**config.mk**
```make
export PLATFORM = sky130hd
export DESIGN_NAME = nvm_seq_top
export DESIGN_NICKNAME = d
export VERILOG_FILES = /design/src/rtl/nvm_seq_pkg.sv /design/src/rtl/nvm_div_reg.sv /design/src/rtl/nvm_tick_gen.sv /design/src/rtl/nvm_op_ctrl.sv /design/src/rtl/nvm_seq_top.sv
export SDC_FILE = /design/constraint.sdc
export NUM_CORES = 1
export LEC_CHECK = 0
export ABC_AREA = 1
export BUFFER_PORTS_ARGS = -buffer_cell sky130_fd_sc_hd__buf_2
export CORE_MARGIN = 8
export CORE_UTILIZATION = 35
export DETAILED_ROUTE_END_ITERATION = 8
export GPL_ROUTABILITY_DRIVEN = 1
export SYNTH_ARGS = -nofsm -noshare
export SYNTH_HDL_FRONTEND = slang
export SYNTH_HIERARCHICAL = 1
export SYNTH_SLANG_ARGS = --single-unit
```
**constraint.sdc**
```tcl
create_clock -name clk -period 1.6 [get_ports clk]
set_input_delay 0.08 -clock clk [delete_from_list [all_inputs] [get_ports clk]]
set_output_delay 0.08 -clock clk [all_outputs]
set_load 0.01 [all_outputs]
```
**src/rtl/nvm_seq_pkg.sv**
```systemverilog
package nvm_seq_pkg;

    typedef enum logic [1:0] {
        OP_BYTE_PROG  = 2'd0,
        OP_BURST_PROG = 2'd1,
        OP_PAGE_ERASE = 2'd2,
        OP_MASS_ERASE = 2'd3
    } op_kind_e;

    typedef enum logic {
        ST_IDLE = 1'b0,
        ST_RUN  = 1'b1
    } seq_state_e;

    typedef struct packed {
        seq_state_e state;
        op_kind_e   kind;
    } seq_ctx_t;

    function automatic int max4(input int a, input int b, input int c, input int d);
        int m;
        m = a;
        if (b > m) m = b;
        if (c > m) m = c;
        if (d > m) m = d;
        return m;
    endfunction

    function automatic logic is_erase(input op_kind_e k);
        return (k == OP_PAGE_ERASE) || (k == OP_MASS_ERASE);
    endfunction

endpackage

```
**src/rtl/nvm_div_reg.sv**
```systemverilog
module nvm_div_reg #(
    parameter int DIV_W = 8
) (
    input  logic             clk,
    input  logic             rst,
    input  logic             wr_en,
    input  logic [DIV_W-1:0] wr_data,
    input  logic             acc_err,
    output logic [DIV_W-1:0] div_val,
    output logic             locked
);
    logic take;

    assign take = wr_en && !locked && !acc_err;

    always_ff @(posedge clk) begin
        if (rst) begin
            div_val <= '0;
            locked  <= 1'b0;
        end else if (take) begin
            div_val <= wr_data;
            locked  <= 1'b1;
        end
    end
endmodule

```
**src/rtl/nvm_tick_gen.sv**
```systemverilog
module nvm_tick_gen #(
    parameter int DIV_W = 8
) (
    input  logic             clk,
    input  logic             rst,
    input  logic             restart,
    input  logic             run,
    input  logic [DIV_W-1:0] div_val,
    output logic             tick
);
    logic [DIV_W-1:0] phase;

    assign tick = run && (phase == div_val);

    always_ff @(posedge clk) begin
        if (rst || restart) begin
            phase <= '0;
        end else if (run) begin
            phase <= (phase == div_val) ? '0 : phase + 1'b1;
        end
    end
endmodule

```
**src/rtl/nvm_op_ctrl.sv**
```systemverilog
module nvm_op_ctrl
    import nvm_seq_pkg::*;
#(
    parameter int BYTE_TICKS  = 9,
    parameter int BURST_TICKS = 4,
    parameter int PAGE_TICKS  = 4000,
    parameter int MASS_TICKS  = 20000
) (
    input  logic       clk,
    input  logic       rst,
    input  logic       start,
    input  logic [1:0] code,
    input  logic       armed,
    input  logic       tick,
    output logic       accept,
    output logic       busy,
    output logic       done,
    output logic       refuse,
    output logic       prog_en,
    output logic       erase_en
);
    localparam int MAXT  = max4(BYTE_TICKS, BURST_TICKS, PAGE_TICKS, MASS_TICKS);
    localparam int CNT_W = $clog2(MAXT + 1);

    seq_ctx_t         ctx;
    logic [CNT_W-1:0] left;
    logic [CNT_W-1:0] load_val;
    logic             last;

    always_comb begin
        case (op_kind_e'(code))
            OP_BYTE_PROG:  load_val = CNT_W'(BYTE_TICKS);
            OP_BURST_PROG: load_val = CNT_W'(BURST_TICKS);
            OP_PAGE_ERASE: load_val = CNT_W'(PAGE_TICKS);
            default:       load_val = CNT_W'(MASS_TICKS);
        endcase
    end

    assign busy     = (ctx.state == ST_RUN);
    assign accept   = start && armed && !busy;
    assign last     = tick && (left == CNT_W'(1));
    assign prog_en  = busy && !is_erase(ctx.kind);
    assign erase_en = busy && is_erase(ctx.kind);

    always_ff @(posedge clk) begin
        if (rst) begin
            ctx.state <= ST_IDLE;
            ctx.kind  <= OP_BYTE_PROG;
            left      <= '0;
            done      <= 1'b0;
            refuse    <= 1'b0;
        end else begin
            done   <= 1'b0;
            refuse <= start && (!armed || busy);
            if (accept) begin
                ctx.state <= ST_RUN;
                ctx.kind  <= op_kind_e'(code);
                left      <= load_val;
            end else if (busy && tick) begin
                left <= left - 1'b1;
                if (last) begin
                    ctx.state <= ST_IDLE;
                    done      <= 1'b1;
                end
            end
        end
    end
endmodule

```
**src/rtl/nvm_seq_top.sv**
```systemverilog
module nvm_seq_top #(
    parameter int DIV_W       = 8,
    parameter int BYTE_TICKS  = 9,
    parameter int BURST_TICKS = 4,
    parameter int PAGE_TICKS  = 4000,
    parameter int MASS_TICKS  = 20000
) (
    input  logic             clk,
    input  logic             rst,
    input  logic             div_wr_en,
    input  logic [DIV_W-1:0] div_wr_data,
    input  logic             acc_err_in,
    input  logic             cmd_start,
    input  logic [1:0]       cmd_code,
    output logic             busy,
    output logic             done,
    output logic             div_set,
    output logic             cmd_err,
    output logic             prog_en,
    output logic             erase_en
);
    logic [DIV_W-1:0] div_val;
    logic             tick;
    logic             accept;

    nvm_div_reg #(.DIV_W(DIV_W)) u_div (
        .clk     (clk),
        .rst     (rst),
        .wr_en   (div_wr_en),
        .wr_data (div_wr_data),
        .acc_err (acc_err_in),
        .div_val (div_val),
        .locked  (div_set)
    );

    nvm_tick_gen #(.DIV_W(DIV_W)) u_tick (
        .clk     (clk),
        .rst     (rst),
        .restart (accept),
        .run     (busy),
        .div_val (div_val),
        .tick    (tick)
    );

    nvm_op_ctrl #(
        .BYTE_TICKS  (BYTE_TICKS),
        .BURST_TICKS (BURST_TICKS),
        .PAGE_TICKS  (PAGE_TICKS),
        .MASS_TICKS  (MASS_TICKS)
    ) u_ctrl (
        .clk      (clk),
        .rst      (rst),
        .start    (cmd_start),
        .code     (cmd_code),
        .armed    (div_set),
        .tick     (tick),
        .accept   (accept),
        .busy     (busy),
        .done     (done),
        .refuse   (cmd_err),
        .prog_en  (prog_en),
        .erase_en (erase_en)
    );
endmodule

```
* Yosys cells after proc, flatten, opt, wreduce, memory -nomap -nowiden
Index checks and enable logic that the tools add are counted.
Cells by class: reductions and logical operators 22, multiplexer cells 8, bitwise logic cells 1, eq/ne operators 6, $add $sub $neg 2
Operator list (count):
- case mux 15 bit (3 select lines) | 1
- 2-to-1 mux 15 bit | 2
- equality test 15 x 1 -> 1 bit (second input constant) | 1
- subtractor 15 x 1 -> 15 bit (second input constant) | 1
- logical AND 1 bit | 10
- adder 8 x 1 -> 8 bit (second input constant) | 1
- equality test 8 bit | 1
- 2-to-1 mux 8 bit | 1
- equality test 2 bit (second input constant) | 3
- logical NOT 1 bit | 4
- 2-to-1 mux 1 bit | 4
- nonzero test 2 bit | 2
- logical OR 1 bit | 3
- OR reduction 3 bit | 1
- equality test 2 x 1 -> 1 bit (second input constant) | 1
- logical NOT 2 bit | 1
- AND reduction 2 bit | 1
- NOT 1 bit | 1
Word-level totals: input port bits 15, register bits after elaboration 37

* Depth between registers and ports, before layout
Gate-level depths: netlist of run 1.
depth after elaboration 6, gate-level depth with buffers 13, depth with buffers taken out 13

* By module
The synthesis of run 1 kept the hierarchy.
By module, submodules not included:
- nvm_op_ctrl | area an instance 1179.9 um^2, cells each 174, instances 1
- nvm_tick_gen | area an instance 570.5 um^2, cells each 89, instances 1
- nvm_div_reg | area an instance 377.9 um^2, cells each 55, instances 1

* Least setup slack after synthesis of run 1
Ideal clock, no wire load.
path type register to register, from register u_ctrl.ctx (netlist bit u_ctrl/busy), to register u_ctrl.left[2], setup slack -0.124 ns, period minus slack after synthesis 1.724 ns, stages on the path, launching flop included 11, arrival time 1.612 ns, data required time 1.487 ns, cells stage by stage dfxtp_1 inv_2 a21oi_1 nand3_2 nor2_1 nand2_2 nand2_4 buf_6 nand3_2 o211ai_2 inv_2
On the way: longest elaborated chain between the ends 3, elaborated cells between the ends (all ways) 6, those cells by class 1 x mux; 5 x reduce/logical
Ends and longest elaborated chain:
- from (decl) | line nvm_op_ctrl.sv:25 | seq_ctx_t ctx;
- logical AND 1 bit | line nvm_tick_gen.sv:13 | assign tick = run && (phase == div_val);
- via tick | line nvm_seq_top.sv:23 | logic tick;
- logical AND 1 bit | line nvm_op_ctrl.sv:59 | end else if (busy && tick) begin
- nonzero test 2 bit (no source line)
- to (signal assigned) | line nvm_op_ctrl.sv:58 | left <= load_val;
- to (signal assigned) | line nvm_op_ctrl.sv:60 | left <= left - 1'b1;
- to (decl) | line nvm_op_ctrl.sv:26 | logic [CNT_W-1:0] left;
The timed path passes the listed nets, and every way through them passes these cells. A chain may end at the register's enable or synchronous reset.

* Final worst setup path of run 1
from register u_tick.phase[6], to register u_ctrl.left[12]
On the way: longest elaborated chain between the ends 4
Ends and longest elaborated chain:
- from (decl) | line nvm_tick_gen.sv:11 | logic [DIV_W-1:0] phase;
- from (signal assigned) | line nvm_tick_gen.sv:19 | phase <= (phase == div_val) ? '0 : phase + 1'b1;
- equality test 8 bit | line nvm_tick_gen.sv:13
- logical AND 1 bit | line nvm_tick_gen.sv:13
- via tick | line nvm_seq_top.sv:23
- logical AND 1 bit | line nvm_op_ctrl.sv:59
- nonzero test 2 bit (no source line)
The timed path passes the listed nets, and every way through them passes these cells.

==> results.json, run 1 <==
{
  "outcome": "finished, final reports clean",
  "synth_cells": 318,
  "finalWorstPathRequiredPeriod_ns": 1.54,
  "io_buffers": 20,
  "routed_via_density": 4.57,
  "ff2ff_setup_slack_ns": 0.06,
  "vias": 2010,
  "utilization_pct": 45.0,
  "cp-end-kind": "flop",
  "power_per_cell_area_mw_per_mm2": 770,
  "maxCapViolCount": 0,
  "rsz0062_at_grt": "yes",
  "cts_buffers": 5,
  "setup_viol": 0,
  "detailed_place_hpwl_um": 3830,
  "die_w_um": 94.0,
  "worst_setup_path_start_kind": "flop",
  "cts_tree": "done",
  "clock-sinks": 36,
  "nets": 385,
  "avgSynthCellArea_um2": 6.69,
  "hold_slack_ns": 0.0276,
  "min_from": "div_wr_data[3]",
  "htreeDepth": 2,
  "wl_um": 5120,
  "cp.arrival_ns": 1.72,
  "num_rows": 28,
  "period_share_pct": 96.1,
  "leakagePower_nw": 1.31,
  "worst_pin_slew_ns": 0.271,
  "routedWlPerCell_um": 11.6,
  "yosysSeqAreaShare_pct": 33.9,
  "dr.pass1.iters": 4,
  "antenna_found_initial": 0,
  "antenna_left": 0,
  "drt_iter0_markers": 150,
  "yosysWarnings": 6,
  "core_mm2": 0.00589,
  "r2r_cells": 13,
  "worstSkewPairLatency_ns": 0.28,
  "initial_utilization_pct": 36.2,
  "synth.distinct_cells": 33,
  "r2r-end": "u_ctrl/left[12]$_SDFFE_PP0P_",
  "syn_to_final_growth_pct": 24.6,
  "first_global_vias": 1908,
  "holdBufCountCts": 0,
  "min_path_type": "input port to flop",
  "skew_ns": 0.00955,
  "ir_drop_uv": 639,
  "critPathKind": "flop to flop",
  "clockBufferDepth": 2,
  "holdPathEnd": "u_div/div_val[3]$_SDFFE_PP0P_",
  "relSlewSlack_pct": 81.9,
  "grt_max_degree": 18,
  "grt_pass1_wl_um": 8670,
  "diodes": 0,
  "gp_congestion": 0.863,
  "cts_root_buffer": "clkbuf_8",
  "ios": 21,
  "fillers": 606,
  "fmax_mhz": 650,
  "required_ns": 1.78,
  "path_clk_slew_ns": 0.07,
  "r2r_start": "u_tick/phase[6]$_SDFFE_PP0P_",
  "syn-num-nets": 336,
  "globalRouteTotalUtil_pct": 12.0,
  "die_area_mm2": 0.00883,
  "path_max_fanout": 6,
  "timing_hold_violations_final": 0,
  "die_y_um": 94.0,
  "finalMaxSlewViolations": 0,
  "drive_above_1_share_pct": 33.4,
  "globalRouteOverflowTotal": 0,
  "drcViolationCount": 0,
  "ys_ff_latch": 36,
  "holdPathStages": 3,
  "mappedNetlistArea_mm2": 0.00213
}
## logic make-up (layout without fill, tap and decap cells)
group | after synthesis | count (layout) | share of synthesized area, %
AO/OA/AOI/OAI | 35 | 35 | 9.94
XOR/XNOR | 10 | 10 | 4.12
flip-flops | 36 | 36 | 33.9
adder cells (fa/ha/maj) | 3 | 3 | 1.76
buffers and inverters | 64 | 111 | 12.5
AND/OR/NAND/NOR | 170 | 170 | 37.8
## worst max path at each step
stage / start / end
2_1_floorplan: u_ctrl/busy$_SDFFE_PP0P_ / u_ctrl/left[12]$_SDFFE_PP0P_
3_3_place_gp: u_tick/phase[4]$_SDFFE_PP0P_ / u_ctrl/left[12]$_SDFFE_PP0P_
3_5_place_dp: u_tick/phase[2]$_SDFFE_PP0P_ / u_ctrl/left[12]$_SDFFE_PP0P_
4_1_cts: u_tick/phase[6]$_SDFFE_PP0P_ / u_ctrl/left[12]$_SDFFE_PP0P_
5_1_grt: u_tick/phase[6]$_SDFFE_PP0P_ / u_ctrl/left[12]$_SDFFE_PP0P_
6_report: u_tick/phase[6]$_SDFFE_PP0P_ / u_ctrl/left[12]$_SDFFE_PP0P_
## metrics by stage
step	TNS, ns	power [W]	setup WS (ns)	instances	instance area [µm²]
floorplan	0	0.00132	0.0164	318	2130
global placement	-0.114	0.00143	-0.0401	427	2430
detailed placement	-0.598	0.00144	-0.104	427	2430
CTS	0	0.00204	0.00469	438	2590
global route	-0.151	0.00217	-0.0460	440	2650
finish	0	0.00204	0.0618	440	2650
## final cells by class
class                   count  area (µm²)  area share (%)
multi-input cells         218        1210            45.7
flip-flops and latches     36         742            28.0
repair buffers             46         308            11.6
inverters                  60         228            8.59
well taps                  75        93.8            3.54
clock buffers               5        68.8            2.60
## critical path: stages (launching register included)
cell	delay [ns]
dfxtp_4	0.36
inv_2	0.04
nand2_2	0.07
nand2_2	0.06
nor2_2	0.11
nand3_2	0.11
nor2_4	0.13
nand2_4	0.09
inv_2	0.08
nand3_4	0.08
nor2_4	0.13
nand3_2	0.07
nand2_1	0.06
nor2_1	0.04
## sequential cells by signal (all words and copies together), names as in the netlist
signal         count
u_ctrl/done        1
u_div/locked       1
u_ctrl/refuse      1
u_ctrl/ctx         1
u_ctrl/left       15
u_ctrl/busy        1
u_tick/phase       8
u_div/div_val      8
## Yosys cell counts (all sizes together)
master,instances,area share [%]
nor2,58,12
inv,59,11
nand4,6,1.8
nand2,77,15
dfxtp,36,34
nand3b,1,0.35
ha,3,1.8
a21oi,15,3.5
or2,1,0.29
o21ai,14,3.5
nand3,24,7.8
o211ai,1,0.59
o22ai,2,0.88
clkinv,1,0.18
a31oi,2,0.59
nor3,2,0.47
buf,4,1.8
o21bai,1,0.88
xor2,5,2.1
and3,1,0.29
xnor2,5,2.1
## placed cells by master, fill, tap and decap left out
master,Yosys,final
a21oi_1,15,13
a21oi_2,0,2
a31oi_1,2,2
and3_1,1,1
buf_12,0,1
buf_2,1,20
buf_4,0,25
clkbuf_8,0,5
clkinv_1,1,1
dfxtp_1,36,23
dfxtp_2,0,11
dfxtp_4,0,2
ha_1,3,3
inv_1,45,43
inv_2,13,15
inv_4,1,1
nand2_1,68,64
nand2_2,7,10
nand2_4,2,3
nand3_1,18,17
nand3_2,4,4
nand3_4,2,3
nand3b_1,1,1
nand4_1,6,6
nor2_1,49,45
nor2_2,7,9
nor2_4,2,4
nor3_1,2,2
o211ai_2,1,1
o21ai_0,5,5
o21ai_1,8,8
o21ai_2,1,1
o21bai_4,1,1
o22ai_1,1,1
o22ai_2,1,1
or2_2,1,1
xnor2_1,5,3
xnor2_2,0,2
xor2_1,5,5
## per-layer routing
metal	GRT usage [%]	up-vias	wire, µm
met1	15.4	893	2490
met3	2.24	6	203
met4	4.10	0	59
met2	19.7	37	2370
met5	0	-	0
li1	-	1074	-
## repair_timing
| item | in CTS | in global routing |
|---|---|---|
| endpoints found under the hold margin | 0 | 0 |
| pin swaps | 6 | 8 |
| setup endpoints to repair | 13 | 17 |
| setup buffers | 6 | 2 |
| gates resized for setup | 18 | 15 |
## power by group
part	leakage, nW	switching [W]	internal (W)	total [W]
combinational	0.975	0.000290	0.000195	0.000486
sequential	0.299	0.0000382	0.000937	0.000975
clock	0.0359	0.000301	0.000281	0.000581
(Power assumes the default switching activity.)
==> run 2: changes to the inputs <==
PLACE_DENSITY = 0.56   (was default)
==> run 2 against run 1 <==
Effect of this change: critical path depth down 3; via count fell by 1.7%; sequential share of layout area shrank 0.34 points; largest cell class unchanged; non-clock buffer count decreased by 3; fmax about the same; clock power rose by 21%; sequential cell count is the same; hold slack lost 0.0091 ns; first-iteration DRC count down 68%; sequential power grew 0.5%; highest routed layer unchanged.
==> results.json, run 2 (same netlist as run 1, synthesis figures left out) <==
{
  "power_per_cell_area_mw_per_mm2": 807,
  "multi_input_area_mm2": 0.00123,
  "globalRouteTotalUtil_pct": 11.7,
  "die_w_um": 94.0,
  "leakagePower_nw": 1.31,
  "die_area_mm2": 0.00883,
  "hold_slack_ns": 0.0185,
  "cp_num_buf_inv": 1,
  "globalRouteOverflowTotal": 0,
  "tns_ns": 0,
  "wl_um": 4980,
  "top_usage_layer": "met2",
  "die_y_um": 94.0,
  "finalPower_w": 0.00216,
  "critPathKind": "flop to flop",
  "grt_pass1_wl_um": 8330,
  "stdcell_count": 439,
  "detailed_place_hpwl_um": 3790,
  "drive_above_1_share_pct": 35.2,
  "outcome": "finished, final reports clean",
  "grt_util_met2_pct": 18.2,
  "finalWorstPathRequiredPeriod_ns": 1.54,
  "grt_max_degree": 18,
  "diodes": 0,
  "crit_chain": "xnor2_2, nand3_2, nor2_4, nand2_4, nand2_4, o21ai_2, o21ai_2, nand2_1, nand2_1, inv_1",
  "path_clk_slew_ns": 0.07,
  "utilization_pct": 45.5,
  "cp-end-kind": "flop",
  "skew_ns": 0.00759,
  "path_max_fanout": 6,
  "ios": 21,
  "place_inst": 430,
  "reg_top3": "u_ctrl/left (15), u_div/div_val (8), u_tick/phase (8)",
  "first_global_vias": 1827,
  "cts_root_buffer": "clkbuf_8",
  "regMostFlops": "u_ctrl/left",
  "holdBufCountCts": 0,
  "fillers": 615,
  "htreeDepth": 2,
  "vias": 1976,
  "fmax_mhz": 651,
  "cp.arrival_ns": 1.73,
  "antenna_left": 0,
  "routed_via_density": 4.50,
  "antenna_found_initial": 0,
  "routedWlPerCell_um": 11.3,
  "relSlewSlack_pct": 82.7,
  "period_share_pct": 96.0,
  "worstSkewPairLatency_ns": 0.29,
  "regArea_um2": 739,
  "timing_hold_violations_final": 0,
  "slowest_stage": "dfxtp_1",
  "clockBufferDepth": 2,
  "ir_drop_uv": 511,
  "finalMaxSlewViolations": 0,
  "worst_pin_slew_ns": 0.260,
  "rsz0062_at_grt": "yes",
  "cts_buffers": 5,
  "ff2ff_setup_slack_ns": 0.06,
  "core_mm2": 0.00589,
  "dr.pass1.iters": 4,
  "io_buffers": 20,
  "initial_utilization_pct": 36.2,
  "drcViolationCount": 0,
  "clock-sinks": 36,
  "min_path_type": "input port to flop",
  "worst_setup_path_start_kind": "flop",
  "largest_reg_flops": 15,
  "required_ns": 1.79,
  "maxCapViolCount": 0,
  "final_cell_mix": "nand2_1 (59), nor2_1 (46), inv_1 (40)",
  "met3_usage_pct": 2.64,
  "gp_congestion": 0.840,
  "drt_iter0_markers": 48,
  "setup_viol": 0,
  "final_common_cell": "nand2_1",
  "syn_to_final_growth_pct": 25.7,
  "nets": 382,
  "cts_tree": "done",
  "slowest_delay_ns": 0.34,
  "grt_util_met1_pct": 15.4,
  "critPathTopFamily": "simple AND/OR/NAND/NOR gates",
  "num_rows": 28
}
[run 2: metal layers]
| metal | part of all wire, % | vias up | wire [µm] |
|---|---|---|---|
| li1 | - | 1071 | - |
| met1 | 52 | 874 | 2580 |
| met2 | 44 | 25 | 2170 |
| met3 | 3.1 | 6 | 155 |
| met4 | 1.4 | 0 | 68 |
| met5 | 0 | - | 0 |
[run 2: power breakdown]
part	internal, W	switching (W)
combinational	0.000188	0.000286
clock	0.000384	0.000320
sequential	0.000939	0.0000412
total	0.00151	0.000647
[run 2: repair_timing]
action,in CTS,in global routing
pin swaps,2,10
setup endpoints to repair,17,17
resized for setup,9,33
buffers inserted,0,2
[run 2: final timing paths]
check | cells past startpoint | start | endpoint
worst max-delay path | 10 | u_div/div_val[4]$_SDFFE_PP0P_ | u_ctrl/left[7]$_SDFFE_PP0P_
worst max register to register | 10 | u_div/div_val[4]$_SDFFE_PP0P_ | u_ctrl/left[7]$_SDFFE_PP0P_
worst min register to register | 2 | u_ctrl/ctx[1]$_SDFFE_PP0P_ | u_ctrl/ctx[1]$_SDFFE_PP0P_
worst min-delay path | 3 | div_wr_data[3] | u_div/div_val[3]$_SDFFE_PP0P_
[run 2: stage by stage]
| step | worst slack (ns) | instance area (µm²) |
|---|---|---|
| 6_report | 0.0633 | 2680 |
| 5_1_grt | -0.0676 | 2680 |
| 4_1_cts | 0.00210 | 2580 |
| 3_5_place_dp | -0.137 | 2450 |
| 3_3_place_gp | -0.0514 | 2450 |
| 2_1_floorplan | 0.0164 | 2130 |
[run 2: final cells by class]
cell class,instances,share of cell area (%)
repair buffers,43,10.8
clock buffers,7,3.60
multi-input cells,218,45.8
well taps,75,3.51
inverters,60,8.61
flip-flops and latches,36,27.6
[run 2: worst reg2reg max path, cell delays in order, from the launching register on]
cell and delay [ns]:
dfxtp_1 0.34, xnor2_2 0.23, nand3_2 0.16, nor2_4 0.17, nand2_4 0.10, nand2_4 0.11, o21ai_2 0.08, o21ai_2 0.11
nand2_1 0.06, nand2_1 0.05, inv_1 0.03
